===== config.mk =====
export PLATFORM = sky130hd
export DESIGN_NAME = tmr_flag_unit
export DESIGN_NICKNAME = d
export VERILOG_FILES = /design/src/rtl/tmr_flag_pkg.sv /design/src/rtl/tmr_counter.sv /design/src/rtl/tmr_compare.sv /design/src/rtl/tmr_capture.sv /design/src/rtl/tmr_flags.sv /design/src/rtl/tmr_flag_unit.sv
export SDC_FILE = /design/constraint.sdc
export NUM_CORES = 1
export LEC_CHECK = 0
export BUFFER_PORTS_ARGS = -buffer_cell sky130_fd_sc_hd__buf_2
export CELL_PAD_IN_SITES_DETAIL_PLACEMENT = 1
export CELL_PAD_IN_SITES_GLOBAL_PLACEMENT = 1
export CORE_ASPECT_RATIO = 1.75
export CORE_MARGIN = 2
export CORE_UTILIZATION = 37
export DETAILED_ROUTE_END_ITERATION = 8
export HOLD_SLACK_MARGIN = 0.05
export PLACE_DENSITY_LB_ADDON = 0.1
export REMOVE_ABC_BUFFERS = 1
export SETUP_SLACK_MARGIN = 0.2
export SYNTH_ARGS = -nofsm -noshare
export SYNTH_HDL_FRONTEND = slang
export SYNTH_HIERARCHICAL = 1
export SYNTH_SLANG_ARGS = --single-unit

===== constraint.sdc =====
create_clock -name clk -period 2.1 [get_ports clk]
set_input_delay 0.63 -clock clk [delete_from_list [all_inputs] [get_ports clk]]
set_output_delay 0.63 -clock clk [all_outputs]
set_load 0.05 [all_outputs]

===== src/rtl/tmr_flag_pkg.sv =====
package tmr_flag_pkg;

  typedef enum logic [1:0] {
    MODE_FREE    = 2'b00,
    MODE_CLR_A   = 2'b01,
    MODE_CLR_CAP = 2'b10,
    MODE_SPARE   = 2'b11
  } tmr_mode_e;

  localparam int NFLAGS   = 4;
  localparam int FLG_OVF  = 0;
  localparam int FLG_CMPA = 1;
  localparam int FLG_CMPB = 2;
  localparam int FLG_CAP  = 3;

  // status byte positions; software decodes these
  localparam int POS_OVF  = 0;
  localparam int POS_CMPA = 1;
  localparam int POS_CMPB = 2;
  localparam int POS_CAP  = 5;

  function automatic logic [7:0] pack_status(input logic [NFLAGS-1:0] f);
    logic [7:0] s;
    s           = 8'h00;
    s[POS_OVF]  = f[FLG_OVF];
    s[POS_CMPA] = f[FLG_CMPA];
    s[POS_CMPB] = f[FLG_CMPB];
    s[POS_CAP]  = f[FLG_CAP];
    return s;
  endfunction

  function automatic logic [NFLAGS-1:0] status_to_clear(input logic [7:0] wd);
    logic [NFLAGS-1:0] c;
    c[FLG_OVF]  = wd[POS_OVF];
    c[FLG_CMPA] = wd[POS_CMPA];
    c[FLG_CMPB] = wd[POS_CMPB];
    c[FLG_CAP]  = wd[POS_CAP];
    return c;
  endfunction

  // set has priority so that no event is dropped
  function automatic logic flag_next(input logic cur, input logic set, input logic clr);
    return set | (cur & ~clr);
  endfunction

endpackage


===== src/rtl/tmr_counter.sv =====
module tmr_counter #(
  parameter int W = 16
) (
  input  logic         clk,
  input  logic         rst_n,
  input  logic         tick,
  input  logic         clr_mode,
  input  logic [W-1:0] top_val,
  output logic [W-1:0] count,
  output logic         ovf_evt,
  output logic         top_evt
);
  localparam logic [W-1:0] MAXV = {W{1'b1}};

  function automatic logic [W-1:0] count_next(input logic [W-1:0] c, input logic at_top);
    return at_top ? '0 : c + 1'b1;
  endfunction

  assign top_evt = tick & clr_mode & (count == top_val);
  assign ovf_evt = tick & (count == MAXV);

  always_ff @(posedge clk or negedge rst_n) begin
    if (!rst_n)    count <= '0;
    else if (tick) count <= count_next(count, top_evt);
  end

  assert_top_clear_R7: assert property (@(posedge clk) disable iff (!rst_n)
    top_evt |=> (count == '0));
  assert_ovf_wrap_R7: assert property (@(posedge clk) disable iff (!rst_n)
    ovf_evt |=> (count == '0));
  assert_hold_no_tick_R12: assert property (@(posedge clk) disable iff (!rst_n)
    !tick |=> $stable(count));
endmodule


===== src/rtl/tmr_compare.sv =====
module tmr_compare #(
  parameter int W = 16
) (
  input  logic         clk,
  input  logic         rst_n,
  input  logic         tick,
  input  logic [W-1:0] count,
  input  logic [W-1:0] cmp_val,
  input  logic         force_i,
  output logic         set_evt,
  output logic         evt_o
);
  logic pend;

  // match recorded on one tick, reported on the next
  always_ff @(posedge clk or negedge rst_n) begin
    if (!rst_n)    pend <= 1'b0;
    else if (tick) pend <= (count == cmp_val);
  end

  assign set_evt = tick & pend;
  assign evt_o   = set_evt | force_i;

  assert_force_pulse_R4: assert property (@(posedge clk) disable iff (!rst_n)
    force_i |-> evt_o);
endmodule


===== src/rtl/tmr_capture.sv =====
module tmr_capture #(
  parameter int W = 16
) (
  input  logic         clk,
  input  logic         rst_n,
  input  logic         tick,
  input  logic         strobe,
  input  logic         use_top,
  input  logic [W-1:0] count,
  output logic [W-1:0] cap_val,
  output logic         cap_evt
);
  logic latch_evt, top_hit;

  assign latch_evt = tick & strobe & ~use_top;
  assign top_hit   = tick & use_top & (count == cap_val);
  assign cap_evt   = latch_evt | top_hit;

  always_ff @(posedge clk or negedge rst_n) begin
    if (!rst_n)         cap_val <= '0;
    else if (latch_evt) cap_val <= count;
  end

  assert_cap_latch_R5: assert property (@(posedge clk) disable iff (!rst_n)
    (tick && strobe && !use_top) |=> (cap_val == $past(count)));
  assert_cap_hold_top_R6: assert property (@(posedge clk) disable iff (!rst_n)
    use_top |=> $stable(cap_val));
endmodule


===== src/rtl/tmr_flags.sv =====
module tmr_flags
  import tmr_flag_pkg::*;
(
  input  logic              clk,
  input  logic              rst_n,
  input  logic              tick,
  input  logic [NFLAGS-1:0] set_evt,
  input  logic              wr_en,
  input  logic [7:0]        wr_data,
  input  logic [NFLAGS-1:0] ack,
  output logic [NFLAGS-1:0] flags
);
  logic [NFLAGS-1:0] wr_clr;
  assign wr_clr = status_to_clear(wr_data) & {NFLAGS{wr_en}};

  for (genvar i = 0; i < NFLAGS; i++) begin : g_flag
    always_ff @(posedge clk or negedge rst_n) begin
      if (!rst_n) flags[i] <= 1'b0;
      else        flags[i] <= flag_next(flags[i], set_evt[i], wr_clr[i] | ack[i]);
    end

    assert_set_wins_R10: assert property (@(posedge clk) disable iff (!rst_n)
      set_evt[i] |=> flags[i]);
    assert_wr_clear_R8: assert property (@(posedge clk) disable iff (!rst_n)
      (wr_clr[i] && !set_evt[i]) |=> !flags[i]);
    assert_ack_clear_R9: assert property (@(posedge clk) disable iff (!rst_n)
      (ack[i] && !set_evt[i]) |=> !flags[i]);
    assert_tick_gate_R12: assert property (@(posedge clk) disable iff (!rst_n)
      (!tick && !flags[i]) |=> !flags[i]);
  end
endmodule


===== src/rtl/tmr_flag_unit.sv =====
module tmr_flag_unit
  import tmr_flag_pkg::*;
#(
  parameter int W = 16
) (
  input  logic         clk,
  input  logic         rst_n,
  input  logic         tick,
  input  logic [1:0]   mode,
  input  logic [W-1:0] cmp_a,
  input  logic [W-1:0] cmp_b,
  input  logic         cap_strobe,
  input  logic         force_a,
  input  logic         force_b,
  input  logic         stat_wr,
  input  logic [7:0]   stat_wdata,
  input  logic [3:0]   irq_en,
  input  logic [3:0]   irq_ack,
  output logic [7:0]   stat_rdata,
  output logic [3:0]   irq,
  output logic [W-1:0] count,
  output logic [W-1:0] cap_val,
  output logic [1:0]   cmp_evt
);
  tmr_mode_e         mode_e;
  logic              clr_mode, use_cap_top;
  logic [W-1:0]      top_val;
  logic              ovf_evt, top_evt, cmpa_set, cmpb_set, cap_evt;
  logic [NFLAGS-1:0] set_evt, flags;

  assign mode_e      = tmr_mode_e'(mode);
  assign use_cap_top = (mode_e == MODE_CLR_CAP);
  assign clr_mode    = (mode_e == MODE_CLR_A) || use_cap_top;
  assign top_val     = use_cap_top ? cap_val : cmp_a;

  tmr_counter #(.W(W)) u_cnt (
    .clk(clk), .rst_n(rst_n), .tick(tick), .clr_mode(clr_mode),
    .top_val(top_val), .count(count), .ovf_evt(ovf_evt), .top_evt(top_evt)
  );

  tmr_compare #(.W(W)) u_cmp_a (
    .clk(clk), .rst_n(rst_n), .tick(tick), .count(count), .cmp_val(cmp_a),
    .force_i(force_a), .set_evt(cmpa_set), .evt_o(cmp_evt[0])
  );

  tmr_compare #(.W(W)) u_cmp_b (
    .clk(clk), .rst_n(rst_n), .tick(tick), .count(count), .cmp_val(cmp_b),
    .force_i(force_b), .set_evt(cmpb_set), .evt_o(cmp_evt[1])
  );

  tmr_capture #(.W(W)) u_cap (
    .clk(clk), .rst_n(rst_n), .tick(tick), .strobe(cap_strobe),
    .use_top(use_cap_top), .count(count), .cap_val(cap_val), .cap_evt(cap_evt)
  );

  always_comb begin
    set_evt           = '0;
    set_evt[FLG_OVF]  = ovf_evt;
    set_evt[FLG_CMPA] = cmpa_set;
    set_evt[FLG_CMPB] = cmpb_set;
    set_evt[FLG_CAP]  = cap_evt;
  end

  tmr_flags u_flags (
    .clk(clk), .rst_n(rst_n), .tick(tick), .set_evt(set_evt),
    .wr_en(stat_wr), .wr_data(stat_wdata), .ack(irq_ack), .flags(flags)
  );

  assign stat_rdata = pack_status(flags);
  assign irq        = flags & irq_en;

  assert_top_event_R6: assert property (@(posedge clk) disable iff (!rst_n)
    (use_cap_top && top_evt) |-> cap_evt);
  assert_irq_needs_en_R11: assert property (@(posedge clk) disable iff (!rst_n)
    (irq & ~irq_en) == 4'b0000);
endmodule


==> results.tsv, run 1 <==
stage	metric	value	unit
outcome	outcome	finished with violations	
outcome	violations	setup timing	
place	io_buffers	94	
timing	hold_viol_final	0	
drt	wl_met1	3270	um
finish	diodes	0	
setup_path	cp_data_arrival_time	2.64	ns
setup_path	cp_max_fo	6	
drt	drt-total-wl	8730	um
pwr	power	3170	uW
timing	slew_viol_final	0	
setup_path	slowest_delay	0.29	ns
timing	worst_slew_pin_slew	0.513	ns
floorplan	die_area	0.00805	mm^2
global_routing	grt-ovfl-total	0	
setup_path	crit_path_start_kind	input port	
synth	ys_ff_latch	38	
synth	syn_inst	253	
floorplan	start_util	0.380	
drt	route.met2.wl	4750	um
synth	async_reset_ff_frac	1.00	
place	place_area	0.00342	mm^2
synth	yosys-top-cells-count	xnor2_1, dfrtp_1, xor2_1, mux2_4, nor2_1	
setup_path	reg2reg_from	u_cap/cap_val[7]	
drt	dr.first_iter.drc_count	111	
synth	synth_top_area_share	0.351	
drt	num_vias	2356	
finish	design_area	0.00384	mm^2
timing	max_freq	406	MHz
floorplan	core	0.00713	mm^2
timing	finalSetupViolations	16	
cts	cts_hold_buf	0	
cts	cts.path.max_buffers	2	
global_routing	grt_antenna_before_repair	0	
cts	htreeDepth	2	
floorplan	pin_count	103	
cts	cts_buffers	5	
place	dp.cells	454	
floorplan	die_y	117	um
synth	synth-warning-count	6	
drt	drc	0	
job	cap_violations	0	
cts	root_buffer	clkbuf_16	
drt	vias_per_cell	5.00	
drt	ant_nets	0	
pwr	ir_worst_vdd	0.513	mV
timing	slew_headroom	0.658	
synth	yosysSeqAreaShare	0.351	
setup_path	r2r_slack	0.11	ns
setup_path	crit_required	2.27	ns
setup_path	cpMaxStageDelayCell	mux2_4	
cts	clk_latency	0.29	ns
cts	cts_tree	done	
finish	area_delta_synth_final	41.9	%
synth	synth_top_flop_cell	dfrtp_1	
global_routing	first_global_vias	2451	
setup_path	end_kind	register	
drt	drt-pass1-iter-count	4	
drt	post_drt_wl_per_cell	18.5	um
place	place.gp.congestion	0.868	
finish	nets	443	
timing	period_share	1.17	
synth	synth_enable_flop_cells	0	
pwr	power.density	823	mW/mm^2
drt	wl_met3	414	um
setup_path	worst_path_most_repeated_cell	buf_6	
pwr	leakage	0.00197	uW
setup_path	crit_path_start	mode[1]	
drt	top_layer	met4	
synth	synthTopCellsByArea	dfrtp_1, xnor2_1, xor2_1	
global_routing	track_usage	0.232	
synth	yosysTopAreaCell	dfrtp_1	
timing	min_period	2.46	ns
cts	cts.sinks	38	
synth	syn-cell-area	0.00271	mm^2
timing	rsz0062_at_grt	true	
global_routing	grt_start_max_net_pins	39	
setup_path	worstPathCellList	buf_6 > ha_4 > buf_12 > buf_4 > buf_6 > mux2_4 > xor2_1 > nor4_2 > nand2_1 > nor3_4 > buf_6 > nor2_1	
finish	fin_cells	471	
timing	fin_ws	-0.361	ns
floorplan	die_w	68.7	um
place	dpl.hpwl	6430	um
synth	synth_cell_type_count	30	
finish	utilization	0.539	
global_routing	grt_first_pass_wirelength	13200	um
finish	drive_gt1_frac	0.530	
min_path	min_path_type	in2async	
timing	final.setup_skew	0.00401	ns
setup_path	timing_worst_setup_path_type	in2reg	
synth	synth_area_per_cell	10.7	um^2
cts	cts.reportedPaths.clkPinSlew	0.06	ns
floorplan	rows	41	
synth	synth_most_common_cell	xnor2_1	
layer usage:
metal,GRT usage,vias up
li1,-,1116
met4,0.124,0
met5,0,-
met3,0.0382,16
met2,0.409,77
met1,0.258,1147
kinds of logic (layout without fill, tap and decap cells):
group / count (synthesis) / after routing / share of synthesized area
buf+inv: 17 / 146 / 0.0439
other cells: 1 / 4 / 0.00138
compound gates: 7 / 7 / 0.0199
mux: 34 / 34 / 0.168
simple gates: 76 / 76 / 0.155
flops: 38 / 38 / 0.351
xor+xnor: 78 / 78 / 0.252
fa+ha+maj: 2 / 2 / 0.00924
critical path: cells and delay by family:
family / cells / cell delay [ns]
AND/OR/NAND/NOR: 4 / 0.71
buffers and inverters: 5 / 0.66
multiplexers: 1 / 0.29
XOR/XNOR: 1 / 0.17
adder cells (fa/ha/maj): 1 / 0.15
flip-flops by register name, indices dropped and copies added, names as in the netlist:
| register | count |
|---|---|
| u_flags/flags | 4 |
| u_cmp_a/pend | 1 |
| u_cap/cap_val | 16 |
| u_cmp_b/pend | 1 |
| u_cnt/count | 16 |
report_power, final:
group / switching (uW) / internal, uW / total [uW]
Sequential: 231 / 839 / 1070
Clock: 299 / 471 / 770
Combinational: 793 / 533 / 1330
Total: 1320 / 1840 / 3170
path summary, 6_finish.rpt:
check,cells past startpoint,endpoint
min reg2reg,1,u_flags/flags[0]
max reg2reg,7,u_cnt/count[5]
max in group asynchronous,2,u_cnt/count[12]
max,12,u_cnt/count[5]
min in group clk,1,u_flags/flags[0]
min,2,u_flags/flags[3]
cell type report:
cell class / count / area (um^2)
Tap cell: 86 / 108
Inverter: 8 / 32.5
Sequential cell: 38 / 960
Clock inverter: 1 / 5.00
Clock buffer: 7 / 143
Timing Repair Buffer: 130 / 851
Multi-Input combinational cell: 201 / 1750
Fill cell: 835 / 3290
through the flow:
stage	setup TNS, ns	setup slack [ns]	hold slack [ns]
6_report	-5.63	-0.361	0.398
5_1_grt	-6.13	-0.401	0.450
4_1_cts	-4.64	-0.308	0.416
3_5_place_dp	-11.15	-0.684	0.489
3_3_place_gp	-9.67	-0.595	0.485
2_1_floorplan	-15.23	-0.927	0.334
cell usage in the layout, fill, tap and decap left out, drive strengths merged:
master   count
a31o         4
and2         6
and3         1
and4         2
buf        130
clkbuf       7
clkinv       1
conb         4
dfrtp       38
ha           2
inv          8
mux2        34
nand2       12
nand2b       1
nand3        6
nand3b       1
nand4       15
nor2        19
nor3         3
nor4         8
o21ai        2
o2bb2ai      1
or2          2
xnor2       42
xor2        36
repair_timing:
item / CTS / global route
setup endpoints to repair: 18 / 34
pin swaps: 23 / 3
gates cloned: 1 / 0
gates resized for setup: 36 / 18
buffers inserted: 4 / 4
Note: power is estimated with default switching activity, not from simulation.
==> run 2, diff against run 1 <==
Settings changed: SETUP_SLACK_MARGIN 0.2 to 0.05.
==> run 2 against run 1 <==
  * The run still ends with setup timing left
  * Die area is the same
  * Routed wire length shrank 0.30%
  * Core utilization shrank 1.0 points
  * Power shrank 0.85%
  * Largest cell class unchanged
==> results.tsv, run 2 (synthesis results as in run 1) <==
stage	metric	value	unit	change
global_routing	grt_first_pass_wirelength	13100	um	-0.67%
setup_path	setup.worst_path.end	u_cnt/count[12]		
timing	setup_tns	-5.95	ns	-0.328 ns
drt	num_vias	2350		-0.25%
finish	drive_gt1_frac	0.501		-0.0286
setup_path	cp_max_fo	6		unchanged
timing	min_period	2.49	ns	+0.0250 ns
pwr	ir_worst_vdd	0.512	mV	-0.35%
floorplan	die_area	0.00805	mm^2	unchanged
min_path	min_path_type	in2async		
cts	htreeDepth	2		unchanged
global_routing	track_usage	0.231		-0.00136
global_routing	grt_antenna_before_repair	0		unchanged
timing	hold_viol_final	0		unchanged
floorplan	core	0.00713	mm^2	unchanged
finish	area_delta_synth_final	39.2	%	
pwr	p_sw	1320	uW	-0.50%
cts	clk_latency	0.29	ns	about the same
cts	cts.reportedPaths.clkPinSlew	0.05	ns	about the same
drt	post_drt_wl_per_cell	18.6	um	+0.13%
timing	finalSetupViolations	16		unchanged
drt	ant_nets	0		unchanged
pwr	leakage	0.00195	uW	-0.80%
cts	cts.path.max_buffers	2		unchanged
outcome	outcome	finished with violations		
floorplan	die_w	68.7	um	unchanged
setup_path	cp_data_arrival_time	2.66	ns	+0.02 ns
timing	period_share	1.18		+0.0119
global_routing	first_global_vias	2432		-0.78%
place	dpl_worst_slack	-0.684	ns	unchanged
drt	vias_per_cell	5.01		+0.17%
timing	final.setup_skew	0.00371	ns	-0.000300 ns
pwr	switching_share	0.419		+0.00148
timing	slew_headroom	0.593		-0.0650
setup_path	crit_path_start	mode[0]		
pwr	internal_power	1820	uW	-1.1%
cts	cts_tree	done		
drt	drt-pass1-iter-count	4		unchanged
floorplan	die_y	117	um	unchanged
timing	slew_viol_final	0		unchanged
place	dp.cells	454		unchanged
setup_path	rr_worst_depth	7		unchanged
finish	layout_commonest_cell	buf_2		
job	cap_violations	0		unchanged
cts	root_buffer	clkbuf_16		
setup_path	crit_required	2.27	ns	about the same
timing	worst_slew_pin_slew	0.604	ns	+0.0919 ns
pwr	seqPwrFrac	0.338		about the same
cts	cts.sinks	38		unchanged
setup_path	end_kind	register		
drt	drc	0		unchanged
finish	final_cell_mix	buf_2, xnor2_1, dfrtp_1, xor2_1, buf_4		
floorplan	pin_count	103		unchanged
finish	diodes	0		unchanged
pwr	comb_power_share	0.418		about the same
setup_path	crit_path_start_kind	input port		
finish	nets	441		-0.45%
drt	dr.first_iter.drc_count	111		unchanged
pwr	power.density	832	mW/mm^2	+1.1%
setup_path	r2r-end	u_cnt/count[12]		
drt	drt-total-wl	8710	um	-0.30%
place	place.gp.congestion	0.868		unchanged
global_routing	grt_start_max_net_pins	39		unchanged
pwr	power	3140	uW	-0.85%
place	dpl.hpwl	6430	um	unchanged
place	io_buffers	94		unchanged
global_routing	grt-ovfl-total	0		unchanged
timing	rsz0062_at_grt	true		
finish	fin_cells	469		-0.42%
finish	largestRegisters	u_cap/cap_val: 16 flops, u_cnt/count: 16 flops, u_flags/flags: 4 flops		
floorplan	rows	41		unchanged
setup_path	r2r_slack	0.08	ns	-0.03 ns
timing	max_freq	402	MHz	-1.0%
cts	cts_buffers	5		unchanged
timing	fin_ws	-0.386	ns	-0.0250 ns
floorplan	start_util	0.380		unchanged
pwr	clkPwrFrac	0.244		about the same
outcome	violations	setup timing		
setup_path	reg2reg_from	u_cap/cap_val[7]		
setup_path	timing_worst_setup_path_type	in2reg		
-- run 2: critical path, stage by stage --
cell	delay [ns]
buf_8	0.07
inv_4	0.03
ha_4	0.15
buf_12	0.13
buf_8	0.13
buf_6	0.11
mux2_4	0.30
xor2_2	0.18
nor4_2	0.20
nand4_1	0.19
nor3_4	0.29
buf_6	0.19
nor2_1	0.04
-- run 2: how the worst min path moves through the flow --
stage,start,to,slack (ns),depth (start not counted)
after floorplan,rst_n,u_cap/cap_val[0],0.33,0
after global placement,u_cmp_b/pend,u_cmp_b/pend,0.49,1
after detailed placement,u_cmp_b/pend,u_cmp_b/pend,0.49,1
after CTS,rst_n,u_flags/flags[3],0.42,2
after global routing,rst_n,u_flags/flags[3],0.45,2
final,rst_n,u_flags/flags[3],0.39,2
-- run 2: stage by stage --
step	instance area, um^2	util	hold slack [ns]
2_1_floorplan	2630	-	0.334
3_3_place_gp	3420	0.480	0.485
3_5_place_dp	3420	0.480	0.489
4_1_cts	3710	0.520	0.416
5_1_grt	3770	0.529	0.449
6_report	3770	0.529	0.395
-- run 2: area by class of cell --
type                    instances  area, um^2
inverters                       8        32.5
flip-flops and latches         38         951
clock buffers                   7         143
repair buffers                128         802
well taps                      86         108
fillers                       838        3360
multi-input cells             201        1730
clock inverters                 1        5.00
-- run 2: timing repair --
| action | in CTS | in global routing |
|---|---|---|
| resized for setup | 25 | 13 |
| endpoints found under the setup margin | 16 | 18 |
| hold buffers | 0 | 0 |
| setup buffers | 4 | 2 |
| pin swaps | 21 | 3 |
| cloned | 1 | 0 |
-- run 2: power by group through the flow --
stage	clock network, uW	logic, uW	registers [uW]
2_1_floorplan	0	525	1370
3_3_place_gp	0	1240	1070
3_5_place_dp	0	1240	1080
4_1_cts	790	1280	1060
5_1_grt	816	1390	1090
6_report	767	1310	1060
-- run 2: layer usage --
layer | share of wire | vias up | global-route usage
met5 | 0 | - | 0
li1 | - | 1112 | -
met2 | 0.54 | 83 | 0.406
met4 | 0.035 | 0 | 0.124
met1 | 0.36 | 1139 | 0.257
met3 | 0.055 | 16 | 0.0382
==> run 3, diff against run 2 <==
==> constraint.sdc (replaced) <==
create_clock -name clk -period 2.1 [get_ports clk]
set_input_delay 0.63 -clock clk [delete_from_list [all_inputs] [get_ports clk]]
set_output_delay 0.63 -clock clk [all_outputs]
set_load 0.005 [all_outputs]
==> run 3 against run 2 <==
  * The flow still finishes with violations (setup timing)
  * Global-route usage fell by 0.23 points
  * Sequential share of layout area rose by 0.076 points
  * Sequential power barely moved
  * Clock skew rose by 0.00061 ns
  * Clock power fell by 0.8%
  * Routed wire length fell by 0.55%
  * Largest cell class unchanged
  * Highest routed layer unchanged
==> results.tsv, run 3 (synthesis results as in run 1) <==
stage	metric	value	unit	change
outcome	outcome	finished with violations		
outcome	violations	setup timing		
setup_path	end_kind	register		
global_routing	met2_usage	0.422		+0.0160
floorplan	die_area	0.00805	mm^2	unchanged
place	place.gp.congestion	0.858		-1.2%
place	dpl.hpwl	6520	um	+1.5%
global_routing	grt_start_max_net_pins	39		unchanged
place	place_area	0.00342	mm^2	-0.22%
timing	min_period	2.52	ns	+0.0355 ns
cts	root_buffer	clkbuf_16		
finish	drive_gt1_frac	0.505		+0.00393
drt	dr.first_iter.drc_count	62		-44%
pwr	ir_worst_vdd	0.394	mV	-23%
finish	nets	440		-0.23%
cts	cts_buffers	5		unchanged
setup_path	crit_family	simple AND/OR/NAND/NOR gates		
setup_path	worst_path_most_repeated_cell	buf_6		
setup_path	crit_required	2.27	ns	about the same
drt	drt-total-wl	8660	um	-0.55%
timing	holdWs	0.403	ns	+0.00809 ns
global_routing	track_usage	0.229		-0.00230
floorplan	pin_count	103		unchanged
finish	diodes	0		unchanged
global_routing	grt_first_pass_wirelength	12900	um	-1.6%
cts	cts.reportedPaths.clkPinSlew	0.05	ns	about the same
timing	fin_ws	-0.422	ns	-0.0355 ns
finish	design_area	0.00376	mm^2	-0.30%
global_routing	first_global_vias	2431		-0.041%
finish	final_cell_mix	buf_2, xnor2_1, dfrtp_1, xor2_1, buf_4		
timing	slew_headroom	0.662		+0.0684
setup_path	worstPathCellList	buf_8 > inv_4 > ha_4 > buf_12 > buf_6 > mux2_4 > xor2_1 > nor4_1 > nand2_1 > nor3_4 > buf_6 > nor2_2		
drt	vias_per_cell	5.02		+0.17%
finish	n_fill_cell	841		+0.36%
job	cap_violations	0		unchanged
cts	cts.path.max_buffers	2		unchanged
finish	largestRegisters	u_cap/cap_val: 16 flops, u_cnt/count: 16 flops, u_flags/flags: 4 flops		
finish	area_delta_synth_final	38.8	%	
finish	layout_commonest_cell	buf_2		
timing	rsz0062_at_grt	true		
pwr	power.density	738	mW/mm^2	-11%
global_routing	grt-ovfl-total	0		unchanged
timing	final.setup_skew	0.00432	ns	+0.000608 ns
global_routing	grt_use_met3	0.0363		-0.00191
cts	cts.sinks	38		unchanged
drt	post_drt_wl_per_cell	18.5	um	-0.34%
setup_path	timing_worst_setup_path_type	in2reg		
min_path	min_path_type	in2async		
setup_path	cp_data_arrival_time	2.69	ns	+0.03 ns
global_routing	met1_usage	0.249		-0.00772
cts	clk_latency	0.29	ns	about the same
floorplan	die_w	68.7	um	unchanged
finish	fin_cells	468		-0.21%
timing	period_share	1.20		+0.0169
setup_path	cp_max_fo	8		+2
drt	num_vias	2349		-0.043%
place	dp.cells	453		-0.22%
timing	slew_viol_final	0		unchanged
timing	hold_viol_final	0		unchanged
setup_path	cp.buffers_inverters	5		-1
global_routing	busiest_layer	met2		
pwr	leakage	0.00194	uW	-0.42%
setup_path	crit_path_start_kind	input port		
cts	htreeDepth	2		unchanged
floorplan	start_util	0.380		unchanged
floorplan	core	0.00713	mm^2	unchanged
cts	cts_tree	done		
global_routing	grt_antenna_before_repair	0		unchanged
drt	ant_nets	0		unchanged
place	io_buffers	94		unchanged
floorplan	rows	41		unchanged
timing	worst_slew_pin_slew	0.503	ns	-0.102 ns
timing	finalSetupViolations	16		unchanged
floorplan	die_y	117	um	unchanged
drt	drt-pass1-iter-count	4		unchanged
setup_path	cpMaxStageDelayCell	nor4_1		
timing	max_freq	397	MHz	-1.4%
drt	drc	0		unchanged
pwr	power	2780	uW	-12%
setup_path	slowest_delay	0.41	ns	+0.11 ns
## run 3: changes by cell type in the layout (fill, tap and decap cells not counted), sizes merged
| cell | delta |
|---|---|
| clkbuf | -1 |
## run 3: repair_timing
action | in CTS | in global routing
endpoints found under the setup margin | 16 | 17
buffers inserted | 4 | 2
cloned | 1 | 0
pin swaps | 3 | 11
gates resized for setup | 20 | 19
hold buffers | 0 | 0
## run 3: power by group
group	internal (uW)	total [uW]	switching [uW]
logic	527	954	427
registers	831	1060	230
clock network	470	761	291
total	1830	2780	948
## run 3: final cells by class
cell class / instances / area, um^2 / area share
clock buffers: 7 / 143 / 0.0379
inverters: 8 / 32.5 / 0.00865
well taps: 86 / 108 / 0.0286
clock inverters: 1 / 5.00 / 0.00133
multi-input cells: 201 / 1740 / 0.463
flip-flops and latches: 38 / 951 / 0.253
repair buffers: 127 / 781 / 0.208
## run 3: metal layers
metal | part of all wire | vias to the layer above
li1 | - | 1106
met4 | 0.028 | 0
met2 | 0.55 | 89
met1 | 0.36 | 1140
met3 | 0.053 | 14
met5 | 0 | -
## run 3: path summary, 6_finish.rpt
check / start / to / slack, ns / cells after the start
setup / recovery: mode[0] / u_cnt/count[9] / -0.42 / 12
hold / removal: rst_n / u_flags/flags[0] / 0.40 / 2
setup reg to reg: u_cap/cap_val[8] / u_cnt/count[9] / 0 / 7
hold reg to reg: u_cmp_b/pend / u_cmp_b/pend / 0.50 / 1
max in group asynchronous: rst_n / u_cap/cap_val[4] / 1.34 / 2
min in group clk: u_cmp_b/pend / u_cmp_b/pend / 0.50 / 1
## run 3: through the flow
step,util,setup TNS [ns],setup slack (ns)
2_1_floorplan,-,-14.95,-0.910
3_3_place_gp,0.479,-9.88,-0.636
3_5_place_dp,0.479,-9.92,-0.644
4_1_cts,0.515,-3.86,-0.271
5_1_grt,0.527,-7.04,-0.462
6_report,0.527,-6.37,-0.422
